<file path="src/rtl/pwm_io_pkg.sv">
package pwm_io_pkg;
  localparam int unsigned ADDR_W   = 6;
  localparam logic [5:0] A_MODE    = 6'h08;
  localparam logic [5:0] A_FR_PER  = 6'h09;
  localparam logic [5:0] A_LOST    = 6'h0A;
  localparam logic [5:0] A_MASK    = 6'h0B;
  localparam logic [2:0] G_DUTY    = 3'b000;
  localparam logic [2:0] G_HI      = 3'b010;
  localparam logic [2:0] G_PER     = 3'b011;

  typedef enum logic {MODE_SERVO = 1'b0, MODE_FULL = 1'b1} pwm_mode_e;
endpackage

</file>
<file path="src/rtl/pwm_tick_gen.sv">
module pwm_tick_gen #(
  parameter int unsigned DIV = 50
) (
  input  logic clk_i,
  input  logic rst_ni,
  output logic tick_o
);
  localparam int unsigned DW = (DIV > 1) ? $clog2(DIV) : 1;
  logic [DW-1:0] div_q;

  always_ff @(posedge clk_i or negedge rst_ni) begin
    if (!rst_ni) div_q <= '0;
    else if (div_q == DW'(DIV - 1)) div_q <= '0;
    else div_q <= div_q + 1'b1;
  end

  assign tick_o = (div_q == DW'(DIV - 1));

  generate
    if (DIV > 1) begin : g_chk
      p_tick_single_r1: assert property (@(posedge clk_i) disable iff (!rst_ni)
        tick_o |=> !tick_o);
    end
  endgenerate
endmodule

</file>
<file path="src/rtl/pwm_gen_ch.sv">
module pwm_gen_ch
  import pwm_io_pkg::*;
#(
  parameter int unsigned CNT_W     = 16,
  parameter int unsigned SERVO_PER = 20000,
  parameter int unsigned SERVO_MIN = 1000,
  parameter int unsigned SERVO_MAX = 2000
) (
  input  logic             clk_i,
  input  logic             rst_ni,
  input  logic             tick_i,
  input  pwm_mode_e        mode_i,
  input  logic [CNT_W-1:0] duty_i,
  input  logic [CNT_W-1:0] fr_per_i,
  output logic             pwm_o
);
  logic [CNT_W-1:0] cnt_q, per_q, hi_q;
  pwm_mode_e        mode_q;
  logic [CNT_W-1:0] nxt_per, nxt_hi;
  logic             wrap;

  always_comb begin
    if (mode_i == MODE_SERVO) begin
      nxt_per = CNT_W'(SERVO_PER);
      if (duty_i < CNT_W'(SERVO_MIN))      nxt_hi = CNT_W'(SERVO_MIN);
      else if (duty_i > CNT_W'(SERVO_MAX)) nxt_hi = CNT_W'(SERVO_MAX);
      else                                 nxt_hi = duty_i;
    end else begin
      nxt_per = (fr_per_i == '0) ? CNT_W'(1) : fr_per_i;
      nxt_hi  = duty_i;
    end
  end

  assign wrap = tick_i && (cnt_q >= per_q - 1'b1);

  always_ff @(posedge clk_i or negedge rst_ni) begin
    if (!rst_ni) begin
      cnt_q  <= '0;
      per_q  <= CNT_W'(1);
      hi_q   <= '0;
      mode_q <= MODE_SERVO;
    end else if (wrap) begin
      cnt_q  <= '0;
      per_q  <= nxt_per;
      hi_q   <= nxt_hi;
      mode_q <= mode_i;
    end else if (tick_i) begin
      cnt_q  <= cnt_q + 1'b1;
    end
  end

  assign pwm_o = (cnt_q < hi_q);

  p_servo_max_r1: assert property (@(posedge clk_i) disable iff (!rst_ni)
    (mode_q == MODE_SERVO && cnt_q >= CNT_W'(SERVO_MAX)) |-> !pwm_o);
  p_cnt_in_per_r2: assert property (@(posedge clk_i) disable iff (!rst_ni)
    cnt_q < per_q);
  p_shadow_hold_r4: assert property (@(posedge clk_i) disable iff (!rst_ni)
    !wrap |=> ($stable(hi_q) && $stable(per_q) && $stable(mode_q)));
endmodule

</file>
<file path="src/rtl/pwm_cap_ch.sv">
module pwm_cap_ch #(
  parameter int unsigned CNT_W   = 16,
  parameter int unsigned TIMEOUT = 60000
) (
  input  logic             clk_i,
  input  logic             rst_ni,
  input  logic             tick_i,
  input  logic             pwm_i,
  output logic [CNT_W-1:0] hi_o,
  output logic [CNT_W-1:0] per_o,
  output logic             lost_o
);
  logic [2:0]       sync_q;
  logic             rise, fall, edge_seen;
  logic [CNT_W-1:0] cnt_q, idle_q;
  logic             armed_q;

  always_ff @(posedge clk_i or negedge rst_ni) begin
    if (!rst_ni) sync_q <= '0;
    else         sync_q <= {sync_q[1:0], pwm_i};
  end

  assign rise      = sync_q[1] & ~sync_q[2];
  assign fall      = ~sync_q[1] & sync_q[2];
  assign edge_seen = rise | fall;

  always_ff @(posedge clk_i or negedge rst_ni) begin
    if (!rst_ni) begin
      cnt_q   <= '0;
      idle_q  <= '0;
      hi_o    <= '0;
      per_o   <= '0;
      lost_o  <= 1'b0;
      armed_q <= 1'b0;
    end else begin
      if (rise) begin
        cnt_q   <= '0;
        armed_q <= 1'b1;
        if (armed_q) per_o <= cnt_q;
      end else if (tick_i && cnt_q != '1) begin
        cnt_q <= cnt_q + 1'b1;
      end
      if (fall) hi_o <= cnt_q;
      if (edge_seen) begin
        idle_q <= '0;
        lost_o <= 1'b0;
      end else if (tick_i && !lost_o) begin
        idle_q <= idle_q + 1'b1;
        if (idle_q == CNT_W'(TIMEOUT - 1)) begin
          lost_o  <= 1'b1;
          armed_q <= 1'b0;
        end
      end
    end
  end

  p_hi_on_fall_r5: assert property (@(posedge clk_i) disable iff (!rst_ni)
    !fall |=> $stable(hi_o));
  p_per_on_rise_r6: assert property (@(posedge clk_i) disable iff (!rst_ni)
    !rise |=> $stable(per_o));
  p_lost_clear_r7: assert property (@(posedge clk_i) disable iff (!rst_ni)
    edge_seen |=> !lost_o);
endmodule

</file>
<file path="src/rtl/pwm_io_ctrl.sv">
module pwm_io_ctrl
  import pwm_io_pkg::*;
#(
  parameter int unsigned N_CH      = 8,
  parameter int unsigned CNT_W     = 16,
  parameter int unsigned TICK_DIV  = 50,
  parameter int unsigned SERVO_PER = 20000,
  parameter int unsigned SERVO_MIN = 1000,
  parameter int unsigned SERVO_MAX = 2000,
  parameter int unsigned TIMEOUT   = 60000
) (
  input  logic              clk_i,
  input  logic              rst_ni,
  input  logic              req_i,
  input  logic              we_i,
  input  logic [5:0]        addr_i,
  input  logic [CNT_W-1:0]  wdata_i,
  output logic [CNT_W-1:0]  rdata_o,
  output logic [N_CH-1:0]   pwm_o,
  input  logic [N_CH-1:0]   pwm_i,
  output logic              irq_o
);
  localparam int unsigned SEL_W = 3;

  logic                 tick;
  logic [CNT_W-1:0]     duty_q [N_CH];
  logic [N_CH-1:0]      mode_q, mask_q, lost;
  logic [CNT_W-1:0]     fr_per_q;
  logic [CNT_W-1:0]     cap_hi [N_CH];
  logic [CNT_W-1:0]     cap_per [N_CH];
  logic                 wr, rd;
  logic [SEL_W-1:0]     sel;
  logic [CNT_W-1:0]     rmux;

  assign wr  = req_i & we_i;
  assign rd  = req_i & ~we_i;
  assign sel = addr_i[SEL_W-1:0];

  pwm_tick_gen #(.DIV(TICK_DIV)) u_tick (
    .clk_i(clk_i), .rst_ni(rst_ni), .tick_o(tick)
  );

  always_ff @(posedge clk_i or negedge rst_ni) begin
    if (!rst_ni) begin
      mode_q   <= '0;
      mask_q   <= '0;
      fr_per_q <= '0;
    end else if (wr) begin
      if (addr_i == A_MODE)   mode_q   <= wdata_i[N_CH-1:0];
      if (addr_i == A_MASK)   mask_q   <= wdata_i[N_CH-1:0];
      if (addr_i == A_FR_PER) fr_per_q <= wdata_i;
    end
  end

  generate
    for (genvar n = 0; n < N_CH; n++) begin : g_ch
      always_ff @(posedge clk_i or negedge rst_ni) begin
        if (!rst_ni) duty_q[n] <= '0;
        else if (wr && addr_i[5:3] == G_DUTY && sel == SEL_W'(n)) duty_q[n] <= wdata_i;
      end

      pwm_gen_ch #(
        .CNT_W(CNT_W), .SERVO_PER(SERVO_PER),
        .SERVO_MIN(SERVO_MIN), .SERVO_MAX(SERVO_MAX)
      ) u_gen (
        .clk_i(clk_i), .rst_ni(rst_ni), .tick_i(tick),
        .mode_i(pwm_mode_e'(mode_q[n])), .duty_i(duty_q[n]),
        .fr_per_i(fr_per_q), .pwm_o(pwm_o[n])
      );

      pwm_cap_ch #(.CNT_W(CNT_W), .TIMEOUT(TIMEOUT)) u_cap (
        .clk_i(clk_i), .rst_ni(rst_ni), .tick_i(tick), .pwm_i(pwm_i[n]),
        .hi_o(cap_hi[n]), .per_o(cap_per[n]), .lost_o(lost[n])
      );
    end
  endgenerate

  always_comb begin
    rmux = '0;
    unique case (addr_i[5:3])
      G_DUTY: rmux = duty_q[sel];
      G_HI:   rmux = cap_hi[sel];
      G_PER:  rmux = cap_per[sel];
      3'b001: begin
        case (addr_i)
          A_MODE:   rmux = CNT_W'(mode_q);
          A_FR_PER: rmux = fr_per_q;
          A_LOST:   rmux = CNT_W'(lost);
          A_MASK:   rmux = CNT_W'(mask_q);
          default:  rmux = '0;
        endcase
      end
      default: rmux = '0;
    endcase
  end

  always_ff @(posedge clk_i or negedge rst_ni) begin
    if (!rst_ni)  rdata_o <= '0;
    else if (rd)  rdata_o <= rmux;
  end

  assign irq_o = |(lost & mask_q);

  p_irq_source_r8: assert property (@(posedge clk_i) disable iff (!rst_ni)
    (mask_q == '0) |-> !irq_o);
  p_rdata_hold_r10: assert property (@(posedge clk_i) disable iff (!rst_ni)
    !rd |=> $stable(rdata_o));
endmodule

</file>
<file path="config.mk">
export PLATFORM = sky130hd
export DESIGN_NAME = pwm_io_ctrl
export DESIGN_NICKNAME = d
export VERILOG_FILES = /design/src/rtl/pwm_io_pkg.sv /design/src/rtl/pwm_tick_gen.sv /design/src/rtl/pwm_gen_ch.sv /design/src/rtl/pwm_cap_ch.sv /design/src/rtl/pwm_io_ctrl.sv
export SDC_FILE = /design/constraint.sdc
export NUM_CORES = 2
export LEC_CHECK = 0
export BUFFER_PORTS_ARGS = -buffer_cell sky130_fd_sc_hd__buf_4
export CORE_MARGIN = 4
export CORE_UTILIZATION = 35
export CTS_BUF_LIST = sky130_fd_sc_hd__clkbuf_4 sky130_fd_sc_hd__clkbuf_8
export DETAILED_ROUTE_END_ITERATION = 8
export GPL_ROUTABILITY_DRIVEN = 1
export PLACE_DENSITY_LB_ADDON = 0.1
export REMOVE_ABC_BUFFERS = 1
export SYNTH_ARGS = -nofsm -noshare
export SYNTH_HDL_FRONTEND = slang
export SYNTH_SLANG_ARGS = --single-unit
</file>
<file path="constraint.sdc">
create_clock -name clk_i -period 6.6 [get_ports clk_i]
set_input_delay 0.99 -clock clk_i [delete_from_list [all_inputs] [get_ports clk_i]]
set_output_delay 0.99 -clock clk_i [all_outputs]
set_load 0.01 [all_outputs]
</file>
# After elaboration in Yosys (flattened, before gate mapping)
# Cells that the tools add are included.
# totals
regBits	1118
latch_bits	0
ramBits	0
rom_bits	0
mem_count	0
# op_classes
n_addsub	33
n_mul	0
div_mod_pow	0
n_lt_le_gt_ge	33
n_eq_ne	31
n_shift	0
mux	149
bitwise	45
n_reduce_logical	96
# op_table
op	count
$mux W16	87
$add A16 B1 Y16 const B	24
$bmux W16 S3	3
$eq A16 B16 Y1 const B	8
$ge A16 B16 Y1	8
$gt A16 B11 Y1 const B	8
$lt A16 B10 Y1 const B	8
$lt A16 B16 Y1	8
$ne A16 B16 Y1 const B	8
$pmux W16 S4	2
$sub A16 B1 Y16 const B	8
$reduce_bool A2 Y1	32
$mux W1	56
$reduce_and A2 Y1	19
$logic_and A1 B1 Y1	33
$eq A6 B4 Y1 const B	4
$and A1 B1 Y1	18
$not A1 Y1	17
$logic_not A16 Y1	1
$eq A3 B2 Y1 const B	4
$eq A3 B3 Y1 const B	4
$and A8 B8 Y8	1
$logic_not A1 Y1	8
$or A1 B1 Y1	8
other kinds (8)	10

# Longest topological paths before layout
# logic_depth
depth_word	6
ltp_mapped	15
mapped_depth_nobuf	14

# By module
# From an unflattened synthesis, not the netlist that was laid out.
# unflattened
hier_cells	5524
area_unflattened_um2	60131.4
# by_module_without_submodules
module	n_inst	cells_each	area_each_um2	seq_area_each_um2
pwm_cap_ch	8	264	3074.2	1726.7
pwm_gen_ch (g_ch[0].u_gen ...)	5	321	3035.4	1202.4
pwm_io_ctrl	1	789	10272.4	4404.2
pwm_gen_ch (g_ch[3].u_gen)	1	336	3354.5	1202.4
pwm_gen_ch (g_ch[7].u_gen)	1	335	3349.5	1202.4
pwm_gen_ch (g_ch[2].u_gen)	1	322	3108.0	1202.4
pwm_tick_gen	1	25	276.5	150.1

# Worst setup path after synthesis
# OpenSTA, ideal clock, no wires.
# synth_path
kind	register to register
from	reg g_ch[4].u_gen.per_q[3]
to	reg g_ch[4].u_gen.cnt_q[10]
arrival_time_ps	3557
slack_ps	2911
stages_incl_launch_ff	15
period_less_slack_ps	3689
path_cell_list	dfrtp_1 -> or3_1 -> nor2_1 -> nand2_1 -> or4_1 -> nor4_1 -> xnor2_1 -> ha_1 -> nand4_1 -> nor4_1 -> a22oi_1 -> a21oi_1 -> clkbuf_1 -> clkbuf_1 -> nor2_1
# synth_via
elab_chain_cells	4
elab_cells_between_ends	5
# synth_rtl
item	line_no	rtl
start, declared	pwm_gen_ch.sv:17	logic [CNT_W-1:0] cnt_q, per_q, hi_q;
start signal, assigned	pwm_gen_ch.sv:44	per_q <= nxt_per;
$sub A16 B1 Y16 *	pwm_gen_ch.sv:34	assign wrap = tick_i && (cnt_q >= per_q - 1'b1);
$ge A16 B16 Y1 *	pwm_gen_ch.sv:34	
$logic_and A1 B1 Y1 *	pwm_gen_ch.sv:34	
$mux W16 / $reduce_bool A2 Y1 (equally long branches)	-	
end signal, assigned	pwm_gen_ch.sv:48	cnt_q <= cnt_q + 1'b1;
end, declared	pwm_gen_ch.sv:17	
# Every way passes the cells marked *; elsewhere a longest branch is shown, timed or not.
# A chain may end at the register's enable or synchronous reset.

# Worst setup path after layout
# layout_path
from	reg g_ch[1].u_gen.per_q[5]
to	reg g_ch[1].u_gen.hi_q[4]
# layout_via
elab_chain_cells	3
# layout_rtl
item	line_no	rtl
start, declared	pwm_gen_ch.sv:17	
start signal, assigned	pwm_gen_ch.sv:44	
$sub A16 B1 Y16	pwm_gen_ch.sv:34	
$ge A16 B16 Y1	pwm_gen_ch.sv:34	
$logic_and A1 B1 Y1	pwm_gen_ch.sv:34	
end signal, assigned	pwm_gen_ch.sv:45	hi_q <= nxt_hi;
end, declared	pwm_gen_ch.sv:17	
# Every way passes these cells.

==> impl_metrics.ini <==
[run_status]
status = complete, no violations

[global_route]
grt-busiest-layer = met2
grt_use_met1_pct = 28.8
met2_usage_pct = 34.1
grt_overflow = 0
first_global_vias = 42700
grt_max_degree = 158
grt_usage_pct = 21.1
use_met3_pct = 3.56
antenna_found_initial = 15
grt_first_pass_wirelength_um = 281000

[sta]
rsz0062_at_grt = false
hold_viol = 0
tightest_slew_ns = 1.24
period_needed_ns = 4.55
fin_ws_ns = 2.05
fin_skew_ns = 0.0372
setup_viol = 0
post-route-period-util_pct = 68.9
max_slew_margin_pct = 17.1
drv_slew = 0
fmax_mhz = 220
setup_tns_ns = 0

[finish]
layout.cells.non_filler = 8008
ff_latch_area_um2 = 28000
multi_input_area_um2 = 29100
final_common_cell = dfrtp_1
nNetsFinal = 5952
drive_above_1_share_pct = 18.3
syn2layout_area_growth_pct = 12.9
final_core_util_pct = 39.9
design_area_um2 = 66800
fillers = 16400
layout_common_cells = 1,109 x dfrtp_1, 420 x nor2_1, 406 x nand2_1, 390 x mux2_2, 329 x o21ai_0

[synth]
ys_seq_area_share_pct = 47.3
syn_inst = 5542
synth_seq_cells = 1118
synth-adder-area-share_pct = 6.30
ys_types = 88
synth_top_family_by_area = simple AND/OR/NAND/NOR gates
muxShareOfSynthArea_pct = 12.8
synthSimpleGateAreaFrac_pct = 14.8
synth-compound-area-share_pct = 9.26
yosys_warnings = 0
synth_xor_area_share_pct = 5.88
synth-main-ff-cell = dfrtp_1
synth_edf_count = 0
avgSynthCellArea_um2 = 10.7
async_flop_share_pct = 100
syn-cell-area_um2 = 59200

[setup_path]
critical_path_buf_inv_count = 1
slowest_stage = o221ai_4
cp-end-kind = flip-flop
path_max_fanout = 34
r2r_cells = 13
startpoint_type = flip-flop
cp.depth = 13
worstSetupPathType = reg -> reg
path_cells = or4_1, or3_1, nor4_1, nand2_1, xor2_1, ha_1, a21oi_1, o21ai_0, or2_2, o221ai_4, buf_4, a221o_1, o21ai_0
path_common_cell = o21ai_0
crit_family = simple AND/OR/NAND/NOR gates
arrival_ns = 5.33
required_ns = 7.38
crit_path_max_incr_delay_ns = 0.66

[cts]
h-tree-depth = 4
cts_tree = done
cts_resized = 0
hold_buffers = 0
clock_sinks = 1118
cts_buffers = 207
cts_setup_buffers = 0
clockBufferDepth = 3
clk_latency_ns = 0.95
root_buffer = clkbuf_8
clkSlewWorstSetupHoldPaths_ns = 0.06

[place]
placed_cell_area_um2 = 62000
io_buffers = 58
dpl_worst_slack_ns = 2.04
routabilityCongestion = 0.822
dp_hpwl_um = 126000
dpl.cell_count = 7615

[detailed_routing]
routedWlPerCell_um = 23.1
viasPerCell = 5.32
drc_errors = 0
drt_iter0_drc = 2714
finalWirelength_um = 185000
drtPass1Iterations = 8
via_count = 42600
ant_nets = 0

[die]
die_w_um = 419
ios = 59
die_h_um = 419
num_rows = 150
core_um2 = 168000
start_util_pct = 35.3
design.die.area_um2 = 176000

[power_and_ir_drop]
irDropWorstVdd_mv = 0.198
p_per_area_nw_per_um2 = 234
p_leak_nw = 31.6

[min_path]
hp-class = in -> async

[job]
max_cap_viol_count = 0
## state kept, by name, summed over array words and instances, names as in the netlist, 16 cells and up
register	count
rdata_o	16
g_ch.u_cap.per_o	128
g_ch.u_gen.cnt_q	128
g_ch.u_cap.hi_o	128
g_ch.u_cap.idle_q	128
g_ch.u_gen.hi_q	128
duty_q	128
g_ch.u_cap.cnt_q	128
g_ch.u_cap.sync_q	24
fr_per_q	16
g_ch.u_gen.per_q	128
## layout make-up
| type | count | area share (%) |
|---|---|---|
| antenna | 10 | 0.0375 |
| clock buffer | 336 | 6.40 |
| clock inverter | 47 | 0.764 |
| inverter | 274 | 1.54 |
| multi-input combinational | 3888 | 43.6 |
| sequential | 1118 | 41.9 |
| tap | 2204 | 4.13 |
| timing repair buffer | 131 | 1.68 |
## worst register-to-register path, stage by stage (launching register included)
cell and delay [ns]:
dfrtp_1 0.40, or4_1 0.57, or3_1 0.36, nor4_1 0.45, nand2_1 0.13, xor2_1 0.17
ha_1 0.29, a21oi_1 0.16, o21ai_0 0.20, or2_2 0.39, o221ai_4 0.66, buf_4 0.39
a221o_1 0.15, o21ai_0 0.07
## per-stage QoR
step                hold WS, ns  total power [mW]
finish                  0.00654              15.7
detailed placement        0.335              8.18
CTS                     0.00814              15.9
global route           -0.00434              16.3
floorplan                 0.331              7.55
global placement          0.333              8.17
## worst paths after layout
path | start | endpoint | slack (ns)
max | g_ch[1].u_gen.per_q[5] | g_ch[1].u_gen.hi_q[4] | 2.05
min | rst_ni | g_ch[4].u_gen.cnt_q[7] | 0.007
max reg2reg | g_ch[1].u_gen.per_q[5] | g_ch[1].u_gen.hi_q[4] | 2.05
min reg2reg | g_ch[2].u_cap.sync_q[0] | g_ch[2].u_cap.sync_q[1] | 0.34
max in group asynchronous | rst_ni | g_ch[0].u_cap.idle_q[10] | 4.96
min in group clk_i | pwm_i[1] | g_ch[1].u_cap.sync_q[0] | 0.16
## synthesized netlist by cell type (21+ instances only)
library cell	count	share of area (%)
o31ai_1	22	0.28
nor3_1	108	0.91
a21o_1	75	0.95
and4_1	39	0.58
nor4_1	53	0.56
buf_1	24	0.15
and3_1	65	0.69
nor2_1	420	2.7
buf_2	51	0.43
mux2_2	390	7.4
nand2b_1	32	0.34
clkbuf_1	170	1.1
or3_1	62	0.66
ha_1	298	6.3
and2_1	117	1.2
xor2_1	175	2.6
nand3_1	181	1.5
o22ai_1	22	0.23
a22o_1	22	0.33
a21oi_1	149	1.3
xnor2_1	222	3.3
o21a_1	21	0.27
mux4_2	102	3.9
nand4_1	152	1.6
mux2i_1	88	1.5
o21ai_0	329	2.8
nand2_1	406	2.6
inv_1	274	1.7
a31oi_1	45	0.48
dfrtp_1	1110	47
or4_1	32	0.41
## routing by layer
metal | wire length [um] | vias to the layer above
met5 | 30 | -
met4 | 5820 | 4
met3 | 7810 | 294
met2 | 86300 | 762
met1 | 84800 | 21500
li1 | - | 20000
## where the power goes
group | switching (mW) | internal, mW | total (mW)
sequential | 0.179 | 6.96 | 7.14
clock | 3.16 | 4.44 | 7.61
combinational | 0.631 | 0.270 | 0.901
total | 3.98 | 11.7 | 15.7
## kinds of logic (layout without fill, tap and decap cells)
group | Yosys count | count (layout)
and+or+nand+nor | 1743 | 1743
DFF | 1118 | 1118
AOI/OAI and AO/OA | 870 | 870
muxes | 580 | 580
buffers and inverters | 536 | 788
xor gates and xnor gates | 397 | 397
adders and majority gates | 298 | 298
other | 0 | 10
(Power assumes the default switching activity.)
